## src/rtl/shadow_ctx_pkg.sv

```systemverilog
package shadow_ctx_pkg;

    typedef enum logic [1:0] {
        PL_HOLD    = 2'd0,
        PL_CAPTURE = 2'd1,
        PL_SHIFT   = 2'd2
    } plane_mode_e;

    function automatic int wrap_next(input int cur, input int limit);
        return (cur >= limit - 1) ? 0 : cur + 1;
    endfunction

endpackage

```

## src/rtl/ctx_plane.sv

```systemverilog
module ctx_plane
    import shadow_ctx_pkg::*;
#(
    parameter int N = 16
) (
    input  logic             clk,
    input  logic             rst,
    input  plane_mode_e      mode,
    input  logic [N-1:0]     d,
    input  logic             sin,
    output logic [N-1:0]     q
);
    always_ff @(posedge clk) begin
        if (rst) begin
            q <= '0;
        end else begin
            unique case (mode)
                PL_CAPTURE: q <= d;
                PL_SHIFT:   q <= {q[N-2:0], sin};
                default:    q <= q;
            endcase
        end
    end
endmodule

```

## src/rtl/ctx_swap_ctrl.sv

```systemverilog
module ctx_swap_ctrl
    import shadow_ctx_pkg::*;
#(
    parameter int N = 16
) (
    input  logic clk,
    input  logic rst,
    input  logic scan_en,
    input  logic swap_req,
    output logic swap_ready,
    output logic swap_fire,
    output logic act_sel
);
    localparam int CW = (N > 2) ? $clog2(N) : 1;

    logic [CW-1:0] shift_cnt;

    assign swap_ready = (shift_cnt == '0);
    assign swap_fire  = swap_req && swap_ready;

    always_ff @(posedge clk) begin
        if (rst) begin
            shift_cnt <= '0;
            act_sel   <= 1'b0;
        end else begin
            if (swap_fire) begin
                act_sel <= ~act_sel;
            end else if (scan_en) begin
                shift_cnt <= CW'(wrap_next(int'(shift_cnt), N));
            end
        end
    end
endmodule

```

## src/rtl/shadow_ctx_array.sv

```systemverilog
module shadow_ctx_array
    import shadow_ctx_pkg::*;
#(
    parameter int N = 16
) (
    input  logic         clk,
    input  logic         rst,
    input  logic [N-1:0] user_d,
    output logic [N-1:0] user_q,
    input  logic         scan_en,
    input  logic         scan_in,
    output logic         scan_out,
    input  logic         swap_req,
    output logic         swap_ready
);
    localparam int PLANES = 2;

    logic         swap_fire;
    logic         act_sel;
    logic [N-1:0] plane_q [PLANES];
    plane_mode_e  plane_mode [PLANES];
    logic [N-1:0] hidden_q;

    ctx_swap_ctrl #(.N(N)) u_ctrl (
        .clk        (clk),
        .rst        (rst),
        .scan_en    (scan_en),
        .swap_req   (swap_req),
        .swap_ready (swap_ready),
        .swap_fire  (swap_fire),
        .act_sel    (act_sel)
    );

    for (genvar p = 0; p < PLANES; p++) begin : g_plane
        always_comb begin
            if (act_sel == 1'(p))
                plane_mode[p] = PL_CAPTURE;
            else if (scan_en && !swap_fire)
                plane_mode[p] = PL_SHIFT;
            else
                plane_mode[p] = PL_HOLD;
        end

        ctx_plane #(.N(N)) u_plane (
            .clk  (clk),
            .rst  (rst),
            .mode (plane_mode[p]),
            .d    (user_d),
            .sin  (scan_in),
            .q    (plane_q[p])
        );
    end

    assign user_q   = act_sel ? plane_q[1] : plane_q[0];
    assign hidden_q = act_sel ? plane_q[0] : plane_q[1];
    assign scan_out = hidden_q[N-1];
endmodule

```

## config.mk

```make
export PLATFORM = sky130hd
export DESIGN_NAME = shadow_ctx_array
export DESIGN_NICKNAME = d
export VERILOG_FILES = /design/src/rtl/shadow_ctx_pkg.sv /design/src/rtl/ctx_plane.sv /design/src/rtl/ctx_swap_ctrl.sv /design/src/rtl/shadow_ctx_array.sv
export SDC_FILE = /design/constraint.sdc
export NUM_CORES = 1
export LEC_CHECK = 0
export CORE_MARGIN = 10
export CORE_UTILIZATION = 45
export CTS_BUF_LIST = sky130_fd_sc_hd__clkbuf_2 sky130_fd_sc_hd__clkbuf_4 sky130_fd_sc_hd__clkbuf_8
export CTS_CLUSTER_SIZE = 24
export DETAILED_ROUTE_END_ITERATION = 16
export GPL_TIMING_DRIVEN = 0
export PLACE_DENSITY = 0.73
export SYNTH_ARGS = -nofsm -noshare
export SYNTH_HDL_FRONTEND = slang
export SYNTH_SLANG_ARGS = --single-unit
```

## constraint.sdc

```tcl
create_clock -name clk -period 1.5 [get_ports clk]
set_input_delay 0.3 -clock clk [delete_from_list [all_inputs] [get_ports clk]]
set_output_delay 0.3 -clock clk [all_outputs]
set_load 0.05 [all_outputs]
```

==> flow_summary.toml <==
[run_status]
outcome = "finished with violations"
violations = "negative setup slack"

[detailed_routing]
vias = 2197
drt_iter0_drc = 306
vias_per_cell = 6.658
wl_mm = 7.925
wl_per_cell_um = 24.02
drcViolationCount = 0
drt_pre_antenna_iters = 5
postRouteAntennaNets = 0

[global_routing]
grt_max_degree = 12
antenna_found_initial = 0
grt_remaining_overflow = 0
first_global_vias = 2238
grt_use_total_pct = 17.98
grt_pass1_wl_mm = 11.18

[floorplan]
fp-row-count = 24
die_h_um = 87.47
die-area_sq_um = 7650
die_w_um = 87.47
coreArea_sq_um = 4384
start_util_pct = 46.72
pin_count = 39

[clocking]
cts_tree = "built"
cts_root_buffer = "clkbuf_8"
clockBufferDepth = 2
clk_pin_slew_ns = 0.08
ctsHoldBuffers = 0
cts.htree.levels = 2
clkSinkCount = 37
worstSkewPairLatency_ns = 0.30
numCtsBuffers = 5

[sta]
max_freq_mhz = 592.7
fin_worst_skew_ns = 0.009773
max_slew_margin_pct = 39.95
period_minus_slack_ns = 1.687
rsz0062_at_grt = "yes"
finalMaxSlewViolations = 0
post-route-period-util_pct = 112.5
worst_pin_slew_ns = 0.9008
fin_ws_ns = -0.1871
finalSetupViolCount = 40
finalSetupTns_ns = -3.716
hold_slack_ns = 0.4727
hold_viol_final = 0

[synth]
synthMuxAreaShare_pct = 9.346
synthFlopType = "dfxtp_1"
synth-xor-area-share_pct = 0
synth_most_common_cell = "dfxtp_1"
syn-instance-count = 224
synth_edf_count = 0
synthSimpleGateAreaFrac_pct = 4.765
netlist.area_leader.share_pct = 36.16
synthTopCellsByArea = "dfxtp_1 36%, a31oi_1 9.8%, a221oi_1 9.4%"
yosys-top-cells-count = "37 x dfxtp_1, 32 x a31oi_1, 22 x a221oi_1"
ys_seq_area_share_pct = 36.16
synth_top_family_by_area = "compound AO/OA/AOI/OAI gates"
synth_nets = 247
async_reset_ff_share_pct = 0
synth-compound-area-share_pct = 35.98
synth_fa_ha_area_share_pct = 1.222
ys_warn_count = 0
yosysTopAreaCell = "dfxtp_1"
synth_cell_type_count = 27
synth-seq-cells = 37
synth_area_per_cell_sq_um = 9.144
syn_area_sq_um = 2048

[power_and_ir_drop]
powerDensity_nw_per_um2 = 1072
p_comb_share_pct = 44.1
swShare_pct = 38.26
leakagePower_nw = 1.237
power.share.sequential_pct = 33.8
power.switching_mw = 1.387
clockPowerShare_pct = 22.1
intPower_mw = 2.238
peakVddDrop_mv = 0.7350

[worst_setup_path]
critPathRequiredTime_ns = 1.20
startpoint = "u_ctrl.act_sel"
timing.rr.start = "u_ctrl.shift_cnt[0]"
cp_max_fo = 7
crit_type = "reg2out"
cp-end-kind = "output pin"
arrival_ns = 1.39
worst_r2r_path_depth = 7
start_kind = "register"

[worst_hold_path]
hold_depth = 3
hp-start = "scan_en"
hp-class = "in2reg"

[place]
io_buffers = 36
hpwl_mm = 4.112
gp_congestion = 0.7961

[layout]
syn2layout_area_growth_pct = 65.06
layout.nets = 300
layout-drive-gt1-share_pct = 53.24
antenna_cells = 0

[flow_run]
drv_cap = 0
[path summary, 6_finish.rpt]
path	end	slack [ns]
max	scan_out	-0.19
min	g_plane[0].u_plane.q[9]	0.47
max reg2reg	g_plane[0].u_plane.q[12]	-0.10
min reg2reg	g_plane[0].u_plane.q[3]	0.49
[per-stage QoR]
stage               instance area [sq um]  worst slack [ns]  utilization, %  instances  power, mW
floorplan                            2062          0.008376               -        224      1.938
global placement                     2487           -0.6708           56.74        312      2.250
detailed placement                   2487           -0.6817           56.74        312      2.263
CTS                                  2970           -0.1613           67.75        330      3.319
global route                         3381           -0.2029           77.11        330      3.723
finish                               3381           -0.1871           77.11        330      3.625
[critical path, cell delays in order, from the launching register on]
cell and delay (ns):
dfxtp_4 0.43, clkbuf_16 0.18, mux2_4 0.32, buf_8 0.15
[logic make-up (layout without fill, tap and decap cells)]
| group | count (synthesis) | after routing |
|---|---|---|
| flops | 37 | 37 |
| simple gates | 16 | 16 |
| compound gates | 103 | 103 |
| mux | 17 | 17 |
| buf+inv | 49 | 103 |
| fa+ha+maj | 2 | 2 |
[routing by layer]
layer,vias to the layer above,track usage (%),wire [um]
met4,0,7.246,225
met2,137,30.03,3911
met3,25,4.494,675
met1,1066,21.32,3114
li1,969,-,-
met5,-,0,0
[power by group through the flow]
stage                     sequential, mW  combinational [mW]  clock (mW)
after global placement              1.18                1.07           0
after detailed placement            1.19                1.08           0
final                               1.22                1.60       0.802
after CTS                           1.18                1.36       0.781
after floorplan                     1.16               0.775           0
after global routing                1.23                1.66       0.829
[flip-flops by register name (all words and copies together), names as in the netlist]
name / cells
u_ctrl.shift_cnt: 4
u_ctrl.act_sel: 1
g_plane.u_plane.q: 32
[placed cells by master (no fill, tap or decap), types with 2 or more instances in the layout]
master / instances
o21ai_2: 12
buf_6: 6
clkdlybuf4s50_1: 17
nor2_1: 2
o21ai_0: 3
dfxtp_2: 4
inv_2: 3
o21ai_4: 18
buf_4: 6
clkbuf_2: 5
buf_12: 2
clkbuf_1: 8
dfxtp_1: 32
nand3_1: 4
a21oi_1: 3
clkbuf_16: 6
clkbuf_8: 7
buf_2: 3
a221oi_2: 30
nand2_1: 4
o21ai_1: 2
mux2_4: 17
a31oi_1: 32
buf_8: 20
inv_1: 17
[timing repair]
item / 4_1_cts / 5_1_grt
gates cloned: 3 / 2
setup endpoints to repair: 54 / 52
buffers inserted: 9 / 1
pin swaps: 6 / 33
resized for setup: 187 / 91
endpoints found under the hold margin: 0 / 0
[final cells by class]
class	count	area (sq um)
clock inverter	1	5.005
timing repair buffer	49	630.6
multi-input combinational	138	1534
clock buffer	7	96.34
inverter	20	75.07
tap	52	65.06
sequential	37	749.5
buffer	26	225.2
fill	264	1003
Note: power is estimated with default switching activity, not from simulation.
